### src/rtl/txq_pkg.sv
// Package: shared constants and types of the transmit descriptor fetch engine.
// Assumes 32-bit descriptor words and a 16-byte descriptor.
package txq_pkg;
    localparam int DATA_W  = 32;
    localparam int LEN_W   = 16;
    localparam int OWN_BIT = 31;
    localparam int EOR_BIT = 30;
    localparam int FS_BIT  = 29;
    localparam int LS_BIT  = 28;

    // word offsets inside a descriptor (in 32-bit words)
    localparam logic [1:0] W_STATUS = 2'd0;
    localparam logic [1:0] W_BUF_LO = 2'd2;
    localparam logic [1:0] W_BUF_HI = 2'd3;

    typedef enum logic [2:0] {
        S_IDLE,
        S_RREQ,
        S_RWAIT,
        S_SEND,
        S_DONE,
        S_WREQ
    } eng_state_t;
endpackage

### src/rtl/txq_regs.sv
// Register decode: holds the ring base and turns writes into a poll kick and
// a base-load strobe. Assumes a single-cycle write strobe; base loads are
// taken only while the engine is idle.
module txq_regs
    import txq_pkg::*;
#(
    parameter int         REG_AW   = 8,
    parameter logic [7:0] POLL_OFS = 8'h38,
    parameter logic [7:0] BASE_OFS = 8'h20,
    parameter logic [7:0] KICK_VAL = 8'h40
) (
    input  logic              clk,
    input  logic              rst_n,
    input  logic              idle,
    input  logic              reg_wr_en,
    input  logic [REG_AW-1:0] reg_addr,
    input  logic [DATA_W-1:0] reg_wdata,
    output logic [DATA_W-1:0] base_q,
    output logic              kick,
    output logic              base_wr
);
    // Decode the poll kick and an accepted base write.
    always_comb begin
        kick    = reg_wr_en && (reg_addr == REG_AW'(POLL_OFS)) && (reg_wdata[7:0] == KICK_VAL);
        base_wr = reg_wr_en && (reg_addr == REG_AW'(BASE_OFS)) && idle;
    end

    // Hold the 16-byte aligned ring base.
    always_ff @(posedge clk) begin
        if (!rst_n) begin
            base_q <= '0;
        end else if (base_wr) begin
            base_q <= {reg_wdata[DATA_W-1:4], 4'b0000};
        end
    end
endmodule

### src/rtl/txq_ring_ptr.sv
// Ring index and address generator. The index clears on a base load, steps by
// one per finished descriptor, and returns to 0 on an end-of-ring step.
// Assumes IDX_W + 4 <= 32.
module txq_ring_ptr
    import txq_pkg::*;
#(
    parameter int IDX_W = 12
) (
    input  logic              clk,
    input  logic              rst_n,
    input  logic              clr,
    input  logic              step,
    input  logic              wrap,
    input  logic [DATA_W-1:0] base,
    input  logic [1:0]        word_sel,
    output logic [DATA_W-1:0] addr
);
    localparam int DESC_SH = 4;

    logic [IDX_W-1:0] index_q;

    // Update the ring index.
    always_ff @(posedge clk) begin
        if (!rst_n || clr) begin
            index_q <= '0;
        end else if (step) begin
            index_q <= wrap ? '0 : index_q + 1'b1;
        end
    end

    // Form the byte address of the selected descriptor word.
    always_comb begin
        addr = base + (DATA_W'(index_q) << DESC_SH) + DATA_W'({word_sel, 2'b00});
    end
endmodule

### src/rtl/txq_desc_decode.sv
// Status word decoder: splits out ownership, end-of-ring, segment validity and
// length, and forms the write-back word with ownership cleared. Pure logic.
module txq_desc_decode
    import txq_pkg::*;
(
    input  logic [DATA_W-1:0] status,
    output logic              own,
    output logic              eor,
    output logic              frame_ok,
    output logic [LEN_W-1:0]  len,
    output logic [DATA_W-1:0] wb_status
);
    // Field extraction and write-back word.
    always_comb begin
        own       = status[OWN_BIT];
        eor       = status[EOR_BIT];
        frame_ok  = status[FS_BIT] && status[LS_BIT];
        len       = status[LEN_W-1:0];
        wb_status = status;
        wb_status[OWN_BIT] = 1'b0;
    end
endmodule

### src/rtl/txq_fetch_engine.sv
// Transmit descriptor fetch engine (top). On a poll kick it reads descriptors
// from the ring, sends each valid owned one to the frame sender, writes the
// status back with ownership cleared and advances, until it meets a
// descriptor it does not own. Assumes read responses arrive one or more
// cycles after request acceptance, and that writes complete on acceptance.
module txq_fetch_engine
    import txq_pkg::*;
#(
    parameter int IDX_W  = 12,
    parameter int REG_AW = 8
) (
    input  logic                clk,
    input  logic                rst_n,
    input  logic                reg_wr_en,
    input  logic [REG_AW-1:0]   reg_addr,
    input  logic [DATA_W-1:0]   reg_wdata,
    output logic                mem_req_valid,
    input  logic                mem_req_ready,
    output logic                mem_req_write,
    output logic [DATA_W-1:0]   mem_req_addr,
    output logic [DATA_W-1:0]   mem_req_wdata,
    input  logic                mem_rsp_valid,
    input  logic [DATA_W-1:0]   mem_rsp_rdata,
    output logic                send_valid,
    input  logic                send_ready,
    output logic [2*DATA_W-1:0] send_addr,
    output logic [LEN_W-1:0]    send_len,
    input  logic                send_done,
    output logic                busy,
    output logic                fmt_err
);
    eng_state_t        state;
    logic [1:0]        wsel;
    logic [DATA_W-1:0] stat_q, lo_q, hi_q;
    logic [DATA_W-1:0] base_q;
    logic              kick, base_wr;

    logic              rsp_own, rsp_eor, rsp_ok;
    logic [LEN_W-1:0]  rsp_len;
    logic [DATA_W-1:0] rsp_wb;
    logic              cur_own, cur_eor, cur_ok;
    logic [LEN_W-1:0]  cur_len;
    logic [DATA_W-1:0] cur_wb;
    logic              step;
    logic [1:0]        word_sel;

    txq_regs #(.REG_AW(REG_AW)) regs_i (
        .clk       (clk),
        .rst_n     (rst_n),
        .idle      (state == S_IDLE),
        .reg_wr_en (reg_wr_en),
        .reg_addr  (reg_addr),
        .reg_wdata (reg_wdata),
        .base_q    (base_q),
        .kick      (kick),
        .base_wr   (base_wr)
    );

    // decoder on the incoming read word (drives branch decisions)
    txq_desc_decode rsp_dec_i (
        .status    (mem_rsp_rdata),
        .own       (rsp_own),
        .eor       (rsp_eor),
        .frame_ok  (rsp_ok),
        .len       (rsp_len),
        .wb_status (rsp_wb)
    );

    // decoder on the captured status word (drives send and write-back)
    txq_desc_decode cur_dec_i (
        .status    (stat_q),
        .own       (cur_own),
        .eor       (cur_eor),
        .frame_ok  (cur_ok),
        .len       (cur_len),
        .wb_status (cur_wb)
    );

    txq_ring_ptr #(.IDX_W(IDX_W)) ptr_i (
        .clk      (clk),
        .rst_n    (rst_n),
        .clr      (base_wr),
        .step     (step),
        .wrap     (cur_eor),
        .base     (base_q),
        .word_sel (word_sel),
        .addr     (mem_req_addr)
    );

    // Select the word to address and the step condition for the index.
    always_comb begin
        word_sel = (state == S_WREQ) ? W_STATUS : wsel;
        step     = (state == S_WREQ) && mem_req_ready;
    end

    // Sequence the scan: read status, read buffer words, send, write back.
    always_ff @(posedge clk) begin
        if (!rst_n) begin
            state   <= S_IDLE;
            wsel    <= W_STATUS;
            stat_q  <= '0;
            lo_q    <= '0;
            hi_q    <= '0;
            fmt_err <= 1'b0;
        end else begin
            fmt_err <= 1'b0;
            unique case (state)
                S_IDLE: begin
                    if (kick) begin
                        wsel  <= W_STATUS;
                        state <= S_RREQ;
                    end
                end
                S_RREQ: begin
                    if (mem_req_ready) state <= S_RWAIT;
                end
                S_RWAIT: begin
                    if (mem_rsp_valid) begin
                        unique case (wsel)
                            W_STATUS: begin
                                stat_q <= mem_rsp_rdata;
                                if (!rsp_own) begin
                                    state <= S_IDLE;
                                end else if (!rsp_ok) begin
                                    fmt_err <= 1'b1;
                                    state   <= S_WREQ;
                                end else begin
                                    wsel  <= W_BUF_LO;
                                    state <= S_RREQ;
                                end
                            end
                            W_BUF_LO: begin
                                lo_q  <= mem_rsp_rdata;
                                wsel  <= W_BUF_HI;
                                state <= S_RREQ;
                            end
                            default: begin
                                hi_q  <= mem_rsp_rdata;
                                state <= S_SEND;
                            end
                        endcase
                    end
                end
                S_SEND: begin
                    if (send_ready) state <= S_DONE;
                end
                S_DONE: begin
                    if (send_done) state <= S_WREQ;
                end
                S_WREQ: begin
                    if (mem_req_ready) begin
                        wsel  <= W_STATUS;
                        state <= S_RREQ;
                    end
                end
                default: state <= S_IDLE;
            endcase
        end
    end

    // Drive the memory port, the send command and the busy flag.
    always_comb begin
        mem_req_valid = (state == S_RREQ) || (state == S_WREQ);
        mem_req_write = (state == S_WREQ);
        mem_req_wdata = (state == S_WREQ) ? cur_wb : '0;
        send_valid    = (state == S_SEND);
        send_addr     = {hi_q, lo_q};
        send_len      = cur_len;
        busy          = (state != S_IDLE);
    end
endmodule

### config.mk
export PLATFORM = sky130hd
export DESIGN_NAME = txq_fetch_engine
export DESIGN_NICKNAME = d
export VERILOG_FILES = /design/src/rtl/txq_pkg.sv /design/src/rtl/txq_regs.sv /design/src/rtl/txq_ring_ptr.sv /design/src/rtl/txq_desc_decode.sv /design/src/rtl/txq_fetch_engine.sv
export SDC_FILE = /design/constraint.sdc
export NUM_CORES = 1
export LEC_CHECK = 0
export BUFFER_PORTS_ARGS = -buffer_cell sky130_fd_sc_hd__buf_2
export CAP_MARGIN = 5
export CORE_UTILIZATION = 50
export CTS_CLUSTER_DIAMETER = 120
export CTS_CLUSTER_SIZE = 10
export DETAILED_ROUTE_END_ITERATION = 8
export PLACE_DENSITY = 0.8
export SYNTH_ARGS = -nofsm -noshare
export SYNTH_HDL_FRONTEND = slang
export SYNTH_SLANG_ARGS = --single-unit
### constraint.sdc
create_clock -name clk -period 3.3 [get_ports clk]
set_input_delay 0.66 -clock clk [delete_from_list [all_inputs] [get_ports clk]]
set_output_delay 0.66 -clock clk [all_outputs]
set_load 0.05 [all_outputs]
Word-level counts from Yosys, hierarchy flattened:

Cells that the tools add are included.

* register bits: 141
* bits of input ports: 79

* eq/ne operators: 18
* $add $sub $neg: 3
* bitwise logic cells: 1
* multiplexer cells: 21
* reductions and logical operators: 20

Operator list (count)
* 32-bit by 16-bit adder with 32-bit output: 1
* 32-bit by 4-bit adder with 32-bit output: 1
* 31-bit 2-to-1 mux: 1
* 3-bit 2-to-1 mux: 8
* 3-bit one-hot mux with 6 select lines: 1
* 8-bit by 6-bit equality test with 1-bit output (second input constant): 2
* 12-bit by 1-bit adder with 12-bit output (second input constant): 1
* 12-bit 2-to-1 mux: 1
* 2-bit 2-to-1 mux: 6
* 2-bit != test (second input constant): 5
* 3-bit != test (second input constant): 3
* 3-bit AND reduction: 3
* 8-bit by 7-bit equality test with 1-bit output (second input constant): 1
* 7-bit AND reduction: 1
* 3-bit by 2-bit equality test with 1-bit output (second input constant): 2
* 3-bit equality test (second input constant): 2
* 1-bit logical AND: 6
* 2-bit one-hot mux with 3 select lines: 1
* 3-bit one-hot mux with 2 select lines: 1
* 6-bit AND reduction: 1
* 3-bit nonzero test: 2
* 5-bit AND reduction: 1
* 2-bit one-hot mux with 2 select lines: 1
* 3-bit by 1-bit equality test with 1-bit output (second input constant): 1
* other kinds (9): 10

Longest topological paths before layout:

* depth in word-level cells: 6
* mapped depth: 9
* mapped depth without buffers: 8

By module:

From an unflattened synthesis, not the netlist that was laid out.

* cell total of the unflattened synthesis: 947
* area, all modules: 7554.7 um^2

By module, submodules not included
* txq_fetch_engine: cells an instance 517, area an instance 4053.9 um^2, times used 1
* txq_ring_ptr: cells an instance 190, area an instance 1497.7 um^2, times used 1
* txq_regs: cells an instance 136, area an instance 1232.4 um^2, times used 1
* txq_desc_decode: cells an instance 52, area an instance 385.4 um^2, times used 2

Worst setup path before layout:

No wires, ideal clock.

* path kind: reg2out
* start: register ptr_i.index_q[0]
* end: output mem_req_addr[26]
* required time: 2.640 ns
* setup slack: 0.019 ns
* arrival time: 2.621 ns
* cell stages (with the launch flop): 10
* path buffers: 1
* path through: dfxtp_1 ha_1 fa_1 a21oi_1 o21ai_0 a21oi_1 a21o_1 buf_2 nor4_1 xnor2_1

* word-level cells in the longest chain between the ends: 2

RTL lines
* start: declaration: line txq_ring_ptr.sv:20 `logic [IDX_W-1:0] index_q;`
* start signal: assignment: line txq_ring_ptr.sv:27 `index_q <= wrap ? '0 : index_q + 1'b1;`
* 32-bit by 16-bit adder with 32-bit output: line txq_ring_ptr.sv:33 `addr = base + (DATA_W'(index_q) << DESC_SH) + DATA_W'({word_sel, 2'b00});`
* 32-bit by 4-bit adder with 32-bit output: line txq_ring_ptr.sv:33
* end: declaration: line txq_fetch_engine.sv:20 `output logic [DATA_W-1:0] mem_req_addr,`

Every way passes these cells.

Worst setup path in the final report:

* start: register ptr_i.index_q[0]
* end: output mem_req_addr[14]

Same word-level chain as after synthesis.

==> reports/metrics.csv <==
metric;value;unit
synthFlopType;dfxtp_1;
dpl.hpwl;12700;µm
num_io_pins;228;
clock_latency;410;ps
critPathArrivalTime;2540;ps
grt_max_degree;61;
ys_types;47;
start_util;51.7;%
setup_viol;0;
port_buffers;224;
seq_area_frac_synth;43.0;%
cts_buffer_depth;2;
rr_startpoint;state[0]$_SDFFE_PN0P_;
path_max_fanout;4;
drtPass1Iterations;5;
synthToLayoutAreaGrowth;29.2;%
fmax;0.313;GHz
critPathRequiredTime;2640;ps
clk_pin_slew;60;ps
start_kind;flop;
path_class;flop to output port;
finalClockSkew;6.61;ps
crit_family;compound AO/OA/AOI/OAI gates;
dp_slack;301;ps
dp.cells;1183;
setup_ws;102;ps
finalMaxSlewViolations;0;
synthTopCellsByArea;dfxtp_1, nand2_1, a21boi_0, a21oi_1, and2_1;
grt_pass1_vias;5711;
synth_edf_count;0;
grt_pass1_wl;28000;µm
rows;41;
maxCapViolCount;0;
slowest_delay;420;ps
synthArstFlopShare;0;%
cts_buffers;17;
tightest_slew;724;ps
hold_start;hi_q[12]$_SDFFE_PN0P_;
path_cells;ha_2 -> fa_2 -> a21oi_2 -> o21ai_1 -> a21oi_2 -> buf_4 -> o21ai_0 -> a21oi_1 -> xnor2_1 -> buf_4;
core-area;12700;µm²
htree_levels;4;
cp-end-kind;output port;
hold_viol_final;0;
wl;18000;µm
post_drt_wl_per_cell;14.8;µm
p_per_area;457;nW/µm²
period_minus_slack;3200;ps
synth.avg_cell_area;7.86;µm²
ant_nets;0;
drive_above_1_share;28.6;%
place_congestion;0.844;
crit_start;ptr_i.index_q[0]$_SDFFE_PP0P_;
p_leak;3.66;nW
path_buf_inv;2;
synth_most_common_cell;nand2_1;
crit_slowest_cell;fa_2;
die_w;117;µm
diodes;0;
grt_usage;26.9;%
yosys.area.top_type;dfxtp_1;
fp.dieH;117;µm
drc;0;
cts_tree;done;
first_iter_violations;369;
via_per_inst;5.14;
cts_sinks;141;
syn-cell-area;6570;µm²
fillCellCount;1127;
clockRootBuffer;clkbuf_16;
grt_overflow_total;0;
antenna_found_initial;0;
period_share;96.9;%
synthesis.instances;836;
slew-limit-headroom;51.8;%
final_nets;1124;
final-instance-count-excl-fill;1215;
synth_warnings;0;
status;completed;
ys_ff_latch;141;
ys_top_cells_by_count;nand2_1, dfxtp_1, a21boi_0, a21oi_1, clkbuf_1;
hp-class;flop to flop;
num_vias;6250;
die-area;13600;µm²
vdd_drop_max;0.344;mV
synth_top_area_share;43.0;%
metal layers:
metal	track usage (%)	share of wire, %	vias up	routed length [µm]
li1	-	-	3117	-
met1	31.0	41	2893	7400
met2	46.4	49	220	8900
met4	8.86	1.3	0	242
met3	9.39	8.3	20	1500
met5	0	0	-	0
placed cells by master, fill, tap and decap left out, types with 8 or more instances in the layout:
master and n:
buf_4 28, nand2_1 278, dfxtp_1 139, nand4_1 11
and2_1 35, a21oi_1 47, xor2_1 15, nor2_1 25
a21boi_0 80, nand3_1 11, clkbuf_16 17, buf_2 210
inv_1 10, xnor2_1 22, o21ai_0 8
worst paths after layout:
check / to / slack [ps] / depth (start not counted)
max: mem_req_addr[14] / 100 / 10
min: hi_q[12]$_SDFFE_PN0P_ / 450 / 2
max reg2reg: ptr_i.index_q[11]$_SDFFE_PP0P_ / 910 / 6
min reg2reg: hi_q[12]$_SDFFE_PN0P_ / 450 / 2
cell families (layout without fill, tap and decap cells):
family	count (synthesis)	after routing	share of synthesized area, %
compound gates	168	168	16.9
xor+xnor	37	37	4.93
fa+ha+maj	14	14	2.78
buf+inv	77	282	5.79
flops	141	141	43.0
other cells	1	3	0.0571
simple gates	398	398	26.6
through the flow:
step / setup TNS, ps / util [%] / power, W / instance area [µm²] / hold slack (ps)
6_report: 0 / 66.8 / 0.00388 / 8490 / 450
5_1_grt: -99.3 / 66.8 / 0.00400 / 8490 / 467
4_1_cts: 0 / 65.8 / 0.00391 / 8370 / 452
3_5_place_dp: 0 / 60.6 / 0.00186 / 7710 / 445
3_3_place_gp: 0 / 60.6 / 0.00186 / 7710 / 439
2_1_floorplan: 0 / - / 0.00179 / 6580 / 439
what timing repair did:
action	CTS	global route
gates resized for setup	8	33
endpoints found under the setup margin	9	20
pin swaps	1	5
hold buffers	0	0
buffers inserted	0	1
state kept, by name, indices dropped and copies added (netlist names):
| signal | flops |
|---|---|
| fmt_err | 1 |
| hi_q | 32 |
| lo_q | 32 |
| ptr_i.index_q | 12 |
| regs_i.base_q | 28 |
| stat_q | 31 |
| state | 3 |
| wsel | 2 |
layout make-up:
| class | count | area (µm²) | share of cell area [%] |
|---|---|---|---|
| repair buffers | 241 | 1280 | 15.1 |
| well taps | 172 | 215 | 2.53 |
| clock inverters | 9 | 158 | 1.86 |
| clock buffers | 22 | 484 | 5.70 |
| inverters | 10 | 37.5 | 0.442 |
| multi-input cells | 620 | 3490 | 41.1 |
| flip-flops and latches | 141 | 2830 | 33.3 |
worst min-delay path, cell delays in order, from the launching register on:
cell and delay (ps):
dfxtp_1 300, nand2_1 50, a21oi_1 50
power by group:
part	switching, W	internal [W]
Sequential	0.000000419	0.00170
Clock	0.000712	0.00134
Combinational	0.0000706	0.0000539
Total	0.000783	0.00310
No activity file was read; power rests on OpenSTA's default activity.
